--- src/rtl/itseq_pkg.sv ---
package itseq_pkg;
  localparam int STATE_W = 8;
  localparam int BASE_W = 3;
  localparam int MASK_W = STATE_W - BASE_W;
  localparam int COND_W = BASE_W + 1;
  localparam int FLAG_W = 4;

  typedef struct packed {
    logic take;
    logic shift;
    logic clear;
  } itStrobes_t;
endpackage

--- src/rtl/itseq_ctrl.sv ---
module itseq_ctrl
  import itseq_pkg::*;
(
  input  logic       load,
  input  logic       retire,
  input  logic       stateZero,
  input  logic       lastSlot,
  output itStrobes_t strobes
);
  logic stepping;

  always_comb begin
    stepping = retire && !load && !stateZero;
    strobes.take = load;
    strobes.shift = stepping && !lastSlot;
    strobes.clear = stepping && lastSlot;
  end
endmodule

--- src/rtl/itseq_state.sv ---
module itseq_state
  import itseq_pkg::*;
#(
  parameter int WIDTH = STATE_W,
  parameter int BASE = BASE_W
) (
  input  logic             clk,
  input  logic             rstN,
  input  itStrobes_t       strobes,
  input  logic [WIDTH-1:0] loadValue,
  output logic [WIDTH-1:0] itState,
  output logic             stateZero,
  output logic             lastSlot
);
  localparam int MW = WIDTH - BASE;

  logic [WIDTH-1:0] nextState;

  always_comb begin
    nextState = itState;
    if (strobes.take) nextState = loadValue;
    else if (strobes.clear) nextState = '0;
    else if (strobes.shift) nextState = {itState[WIDTH-1:MW], itState[MW-2:0], 1'b0};
  end

  always_ff @(posedge clk or negedge rstN) begin
    if (!rstN) itState <= '0;
    else itState <= nextState;
  end

  assign stateZero = (itState == '0);
  assign lastSlot = (itState[MW-3:0] == '0);
endmodule

--- src/rtl/itseq_cond.sv ---
module itseq_cond
  import itseq_pkg::*;
(
  input  logic [COND_W-1:0] cond,
  input  logic [FLAG_W-1:0] flags,
  input  logic              idle,
  output logic              execEn
);
  logic fN, fZ, fC, fV, basePass;

  always_comb begin
    {fN, fZ, fC, fV} = flags;
    unique case (cond[3:1])
      3'd0: basePass = fZ;
      3'd1: basePass = fC;
      3'd2: basePass = fN;
      3'd3: basePass = fV;
      3'd4: basePass = fC && !fZ;
      3'd5: basePass = (fN == fV);
      3'd6: basePass = !fZ && (fN == fV);
      default: basePass = 1'b1;
    endcase
    if (idle || cond[3:1] == 3'd7) execEn = 1'b1;
    else execEn = basePass ^ cond[0];
  end
endmodule

--- src/rtl/itseq_top.sv ---
module itseq_top
  import itseq_pkg::*;
(
  input  logic               clk,
  input  logic               rstN,
  input  logic               load,
  input  logic [STATE_W-1:0] loadValue,
  input  logic               retire,
  input  logic [FLAG_W-1:0]  flags,
  output logic [STATE_W-1:0] itState,
  output logic               inBlock,
  output logic               execEn
);
  itStrobes_t strobes;
  logic stateZero, lastSlot;

  itseq_ctrl u_ctrl (
    .load(load), .retire(retire), .stateZero(stateZero),
    .lastSlot(lastSlot), .strobes(strobes)
  );

  itseq_state #(.WIDTH(STATE_W), .BASE(BASE_W)) u_state (
    .clk(clk), .rstN(rstN), .strobes(strobes), .loadValue(loadValue),
    .itState(itState), .stateZero(stateZero), .lastSlot(lastSlot)
  );

  itseq_cond u_cond (
    .cond(itState[STATE_W-1:STATE_W-COND_W]), .flags(flags),
    .idle(stateZero), .execEn(execEn)
  );

  assign inBlock = !stateZero;
endmodule

--- config.mk ---
export PLATFORM = sky130hd
export DESIGN_NAME = itseq_top
export DESIGN_NICKNAME = d
export VERILOG_FILES = /design/src/rtl/itseq_pkg.sv /design/src/rtl/itseq_ctrl.sv /design/src/rtl/itseq_state.sv /design/src/rtl/itseq_cond.sv /design/src/rtl/itseq_top.sv
export SDC_FILE = /design/constraint.sdc
export NUM_CORES = 1
export LEC_CHECK = 0
export ABC_CLOCK_PERIOD_IN_PS = 1740
export BUFFER_PORTS_ARGS = -buffer_cell sky130_fd_sc_hd__buf_2
export CAP_MARGIN = 0
export CORE_UTILIZATION = 30
export CTS_CLUSTER_DIAMETER = 150
export DETAILED_ROUTE_END_ITERATION = 12
export PLACE_DENSITY = 0.61
export SYNTH_ARGS = -nofsm -noshare
export SYNTH_HDL_FRONTEND = slang
export SYNTH_HIERARCHICAL = 1
export SYNTH_SLANG_ARGS = --single-unit
--- constraint.sdc ---
create_clock -name clk -period 1.74 [get_ports clk]
set_input_delay 0.087 -clock clk [delete_from_list [all_inputs] [get_ports clk]]
set_output_delay 0.087 -clock clk [all_outputs]
set_load 0.02 [all_outputs]
==> metrics.md, run 1 <==
| Metric | Value |
|---|---|
| Crit path largest cell delay | 0.56 ns |
| Latest clock arrival within the worst-skew pair | 0.26 ns |
| Hold path start | loadValue[3] |
| Worst Tran Pin Value | 0.269 ns |
| Commonest non-fill, non-tap cell in the layout | buf_2 |
| Largest net degree at the start of global routing | 13 |
| H-tree depth | 1 |
| Final worst-path cycle share | 102% |
| Launching element type of the critical path | flop |
| Crit path arrival time | approximately 1.7 ns |
| Post-Route Utilization | a little under half |
| Clk buf depth | 2 |
| Max-cap violations | 0 |
| Final setup fails | 1 |
| 1st-pass router iterations | 3 |
| Largest Register | u_state/itState |
| Die extent in y | between 40 and 50 um |
| Tot Pwr | around 570 uW |
| IO Count | 26 |
| DR WL/cell | between 10 and 15 um |
| Crit path kind | reg -> out |
| Max-Slew Margin vs Limit | 82.0% |
| Synth warnings | 6 |
| Drt drc | 0 |
| Vias in the first global route | 427 |
| Critical path data required time | 1.65 ns |
| Largest registers | u_state/itState (8) |
| Clk sinks | 8 |
| Grt total ovfl | 0 |
| CTS tree | done |
| Worst VDD drop | 0.000319 V |
| Routed via count | 479 |
| Clock Pin Slew Worst Setup and Hold Paths | 0.06 ns |
| CP Capture Type | output port |
| Total track usage | a little over an eighth |
| Final Wtd Congestion | between 0.7 and 0.8 |
| Reg2reg end | u_state/itState[2]$_DFFE_PN0P_ |
| Share of the synthesized area in the top cell type | 40.0% |
| Avg Cell Area, Syn | 10.4 um^2 |
| Worst reg-to-reg setup slack | 0.10 ns |
| Worst clock skew | around 0.0075 ns |
| # diodes | 0 |
| RSZ-0062 raised after global routing | true |
| CTS root buf | clkbuf_4 |
| Failing checks | negative setup slack |
| Hold slack | 0.0444 ns |
| CP max-delay cell | mux4_1 |
| Via density | approximately 4.9 |
| Fin nets | around 100 |
| Hold Violations, Final | 0 |
| Register area share after synthesis | 40.0% |
| CTS buffer count | 3 |
| Netlist Area Pre-Place | between 500 and 600 um^2 |
| Syn_nets | 64 |
| HP Class | in -> reg |
| FILL cells | 147 |
| DR iter-0 viols | 3 |
| Status | finished with violations |
| Fmax | 566 MHz |
| Critical path's top delay family | multiplexers |
| Num rows | 14 |
| Synth area leader | dfrtp_1 |
| WHS Path Cells | 3 |
| P&R area growth vs syn | 45.5% |
| First-pass GRT wire length | 1.84 mm |
| Max reg flops | 8 |
| Crit-path max FO | 4 |
| Most frequent cells in the layout | 24 x buf_2, 7 x buf_4, 6 x dfrtp_1 |
| Cell chain of the critical path | mux4_1 > nor2_2 > nor3_2 > nand3b_1 > buf_6 |
| Setup_tns | -0.0282 ns |
| Worst Hold Path EP | u_state/itState[3]$_DFFE_PN0P_ |
| Unique cell type count in the Yosys netlist | 24 |
| Initial antenna violation count | 0 |
| Pwr Density | about 780 nW/um^2 |
| Setup ws final | -0.0282 ns |
| Worst reg2reg path depth | 8 |
| Synth area leaders | dfrtp_1 40%, mux2i_1 8.0%, a22o_2 6.0% |
| Number of port buffers | 25 |
| Synth Register Bits | 8 |
| R2R Path Start | u_state/itState[5]$_DFFE_PN0P_ |
| Starting density of the core | 32.8% |
| Final Slew Violations | 0 |
| CP Buf/Inv Count | 1 |
| Place WS | 0.0373 ns |
| Post-Route WL | 1.14 mm |
| Post-route antenna net violation count | 0 |
| Share of cells above drive strength 1 | 56.8% |
| DP HPWL | 858 um |
| Mapped Cells | 48 |
| Core area | roughly 1500 um^2 |
| Area of the die | 1840 um^2 |
| Post-layout min period | around 1.8 ns |
| Die X | 42.8 um |
| Leakage | 0.354 nW |
==> worst max-delay path by stage <==
stage,depth (start not counted),endpoint,start,slack (ns)
after floorplan,5,u_state/itState[1]$_DFFE_PN0P_,u_state/itState[2]$_DFFE_PN0P_,0.04
after global placement,5,u_state/itState[0]$_DFFE_PN0P_,u_state/itState[2]$_DFFE_PN0P_,0.03
after detailed placement,5,u_state/itState[0]$_DFFE_PN0P_,u_state/itState[2]$_DFFE_PN0P_,0.04
after CTS,5,execEn,u_state/itState[6]$_DFFE_PN0P_,-0.07
after global routing,5,execEn,u_state/itState[5]$_DFFE_PN0P_,-0.14
final,5,execEn,u_state/itState[6]$_DFFE_PN0P_,-0.03
==> where the power goes <==
group          internal (mW)  switching, mW  total (mW)  leakage [nW]
sequential             0.206         0.0211       0.227        0.0959
combinational         0.0992         0.0985       0.198         0.244
clock                 0.0790         0.0637       0.143        0.0138
==> per-layer routing <==
metal | track usage (%) | wire length (um) | vias up
met5 | 0 | 0 | -
met1 | 16.3 | 502 | 218
met4 | 3.75 | 0 | 0
met3 | 7.23 | 82 | 0
met2 | 20.9 | 559 | 12
li1 | - | - | 249
==> timing repair <==
item                                    in CTS  in global routing
endpoints found under the setup margin       2                  2
resized for setup                            6                  2
buffers inserted                             4                  0
endpoints found under the hold margin        8                  0
gates cloned                                 0                  0
pin swaps                                    1                  2
hold buffers                                 1                  0
==> layout make-up <==
class | count | area, um^2 | area share (%)
Timing Repair Buffer | 33 | 194 | 26.6
Inverter | 2 | 7.51 | 1.03
Multi-Input combinational cell | 35 | 282 | 38.7
Tap cell | 16 | 20.0 | 2.75
Sequential cell | 8 | 203 | 27.8
Clock buffer | 3 | 22.5 | 3.09
==> worst min-delay path, stage by stage <==
cell     delay [ns]
buf_2          0.07
nand2_1        0.04
o21ai_1        0.06
==> synthesized netlist by cell type <==
cell and n:
a22o_2 3, a31oi_1 1, a32o_1 1, and3_1 1
and4bb_2 1, buf_2 1, buf_4 1, buf_6 1
dfrtp_1 8, inv_1 2, mux2i_1 4, mux4_1 1
nand2_1 4, nand3b_1 1, nor2_1 4, nor3_1 3
nor4b_2 1, o21a_1 1, o21ai_0 1, o21ai_1 4
o311a_1 1, or2_4 1, or4b_1 1, xor2_1 1
==> cells by family after synthesis <==
family | share of synthesized area (%)
compound gates | 17.8
xor+xnor | 1.75
buf+inv | 6.25
flops | 40.0
mux | 13.3
simple gates | 21.0
==> per-stage QoR <==
| stage | cell area, um^2 | instances |
|---|---|---|
| final | 728 | 97 |
| after global routing | 728 | 97 |
| after CTS | 721 | 97 |
| after detailed placement | 644 | 89 |
| after global placement | 644 | 89 |
| after floorplan | 500 | 48 |
Note: power is estimated with default switching activity, not from simulation.
==> inputs of run 2 (changes only) <==
- MAX_ROUTING_LAYER: not set -> met4
- TNS_END_PERCENT: not set -> 10
==> run 2 against run 1 <==
Net effect:
- the flow still finishes with violations (negative setup slack)
- largest power group unchanged
- clock-buffer cell count unchanged
- critical path depth unchanged
- utilization unchanged
- flip-flop and latch count unchanged
- via count unchanged
- critical endpoint unchanged
- clock power about the same
- hold slack unchanged
- sequential power about the same
- largest cell class unchanged
- global-route usage increased by 0.37 points
==> metrics.md, run 2 (synthesis gave the netlist of run 1 again) <==
| Metric | Value |
|---|---|
| Status | finished with violations (unchanged) |
| Failing checks | negative setup slack (unchanged) |
| CTS tree | done (unchanged) |
| Crit path arrival time | 1.68 ns (about the same) |
| Share of cells above drive strength 1 | 56.8% (unchanged) |
| H-tree depth | 1 (unchanged) |
| Max reg flops | 8 (unchanged) |
| Worst VDD drop | 0.000319 V (unchanged) |
| Initial antenna violation count | 0 (unchanged) |
| Leakage | 0.354 nW (unchanged) |
| Fin nets | 99 (unchanged) |
| CP Capture Type | output port (unchanged) |
| Final setup fails | 1 (unchanged) |
| Cell chain of the critical path | mux4_1 > nor2_2 > nor3_2 > nand3b_1 > buf_6 (unchanged) |
| CTS buffer count | 3 (unchanged) |
| Crit-path max FO | 4 (unchanged) |
| Routed via count | 479 (unchanged) |
| Post-Route WL | 1.14 mm (unchanged) |
| Starting density of the core | 32.8% (unchanged) |
| Gate power share | 34.8% (about the same) |
| Crit path largest cell delay | 0.56 ns (about the same) |
| Final Wtd Congestion | 0.784 (was 0.773) |
| Vias in the first global route | 427 (unchanged) |
| RSZ-0062 raised after global routing | true (unchanged) |
| Post-route antenna net violation count | 0 (unchanged) |
| Final worst-path cycle share | 102% (unchanged) |
| First-pass GRT wire length | 1.84 mm (unchanged) |
| Core area | 1520 um^2 (unchanged) |
| Most frequent cells in the layout | 24 x buf_2, 7 x buf_4, 6 x dfrtp_1 (unchanged) |
| Clk buf depth | 2 (unchanged) |
| Worst clock skew | 0.00751 ns (unchanged) |
| DP HPWL | 858 um (unchanged) |
| P&R area growth vs syn | 45.5% (unchanged) |
| CP max-delay cell | mux4_1 (unchanged) |
| Pint | 384 uW (unchanged) |
| Post-layout min period | 1.77 ns (unchanged) |
| DR WL/cell | 11.8 um (unchanged) |
| Fmax | 566 MHz (unchanged) |
| Setup ws final | -0.0282 ns (unchanged) |
| Total track usage | 13.9% (was 13.5%) |
| Switch Pwr | 183 uW (unchanged) |
| Latest clock arrival within the worst-skew pair | 0.26 ns (about the same) |
| Largest net degree at the start of global routing | 13 (unchanged) |
| Clock Pin Slew Worst Setup and Hold Paths | 0.06 ns (about the same) |
| Via density | 4.94 (unchanged) |
| Area of the die | 1840 um^2 (unchanged) |
| Commonest non-fill, non-tap cell in the layout | buf_2 (unchanged) |
| HP Class | in -> reg (unchanged) |
| CTS root buf | clkbuf_4 (unchanged) |
| Sw frac | 32.3% (unchanged) |
| Die extent in y | 42.8 um (unchanged) |
| Number of port buffers | 25 (unchanged) |
| Critical path data required time | 1.65 ns (about the same) |
| Crit path kind | reg -> out (unchanged) |
| Max-Slew Margin vs Limit | 82.0% (unchanged) |
| Clock share of power | 25.1% (about the same) |
| # diodes | 0 (unchanged) |
| Post-Layout Cell Count | 97 (unchanged) |
| Largest registers | u_state/itState (8) (unchanged) |
| Die X | 42.8 um (unchanged) |
| Grt total ovfl | 0 (unchanged) |
| Max-cap violations | 0 (unchanged) |
| Final Slew Violations | 0 (unchanged) |
| Tot Pwr | 568 uW (unchanged) |
| Clk sinks | 8 (unchanged) |
| Hold Violations, Final | 0 (unchanged) |
| Sequential share of power | 40.0% (about the same) |
| IO Count | 26 (unchanged) |
| Largest Register | u_state/itState (unchanged) |
| Launching element type of the critical path | flop (unchanged) |
| Worst Tran Pin Value | 0.269 ns (unchanged) |
| 1st-pass router iterations | 3 (unchanged) |
| DR iter-0 viols | 3 (unchanged) |
| Num rows | 14 (unchanged) |
| Placed Cells | 89 (unchanged) |
| Drt drc | 0 (unchanged) |
| Pwr Density | 780 nW/um^2 (unchanged) |
## run 2: layout make-up
type | instances | area [um^2]
Clock buffer | 3 | 22.5
Fill cell | 147 | 796
Inverter | 2 | 7.51
Multi-Input combinational cell | 35 | 282
Sequential cell | 8 | 203
Tap cell | 16 | 20.0
Timing Repair Buffer | 33 | 194
## run 2: stage by stage
step / TNS, ns / util, % / setup slack, ns / hold slack [ns] / instance area [um^2]
2_1_floorplan: 0 / - / 0.0436 / -0.209 / 500
3_3_place_gp: 0 / 42.3 / 0.0331 / -0.0573 / 644
3_5_place_dp: 0 / 42.3 / 0.0373 / -0.0538 / 644
4_1_cts: -0.0700 / 47.3 / -0.0700 / 0.0342 / 721
5_1_grt: -0.154 / 47.8 / -0.138 / 0.0466 / 728
6_report: -0.0282 / 47.8 / -0.0282 / 0.0444 / 728
## run 2: repair_timing
| item | CTS | global route |
|---|---|---|
| cloned | 0 | 0 |
| hold buffers | 1 | 0 |
| buffers inserted | 4 | 0 |
| endpoints found under the hold margin | 8 | 0 |
| resized for setup | 6 | 2 |
| endpoints found under the setup margin | 2 | 2 |
| pin swaps | 1 | 2 |
## run 2: final timing paths
kind	start	endpoint	slack, ns	depth (start not counted)
max	u_state/itState[6]$_DFFE_PN0P_	execEn	-0.03	5
min	loadValue[3]	u_state/itState[3]$_DFFE_PN0P_	0.04	3
max reg2reg	u_state/itState[5]$_DFFE_PN0P_	u_state/itState[2]$_DFFE_PN0P_	0.10	8
min reg2reg	u_state/itState[0]$_DFFE_PN0P_	u_state/itState[0]$_DFFE_PN0P_	0.60	1
max in group asynchronous	rstN	u_state/itState[5]$_DFFE_PN0P_	1.35	2
min in group asynchronous	rstN	u_state/itState[3]$_DFFE_PN0P_	0.20	2
## run 2: layer usage
metal  vias to the layer above  global-route usage, %  routed length [um]
met3                         0                   7.23                  82
met5                         -                      -                   0
met4                         0                   3.75                   0
met1                       218                   16.3                 502
li1                        249                      -                   -
met2                        12                   20.9                 559
## run 2: worst max-delay path: cells and delay by family (launching register included)
| kind | cells | cell delay, ns |
|---|---|---|
| mux | 1 | 0.56 |
| flops | 1 | 0.39 |
| simple gates | 3 | 0.34 |
| buf+inv | 1 | 0.14 |
## run 2: power groups by stage
stage	clock, mW	sequential, mW	combinational (mW)
CTS	0.152	0.227	0.196
floorplan	0	0.254	0.0825
detailed placement	0	0.233	0.166
global route	0.157	0.231	0.215
global placement	0	0.232	0.167
finish	0.143	0.227	0.198
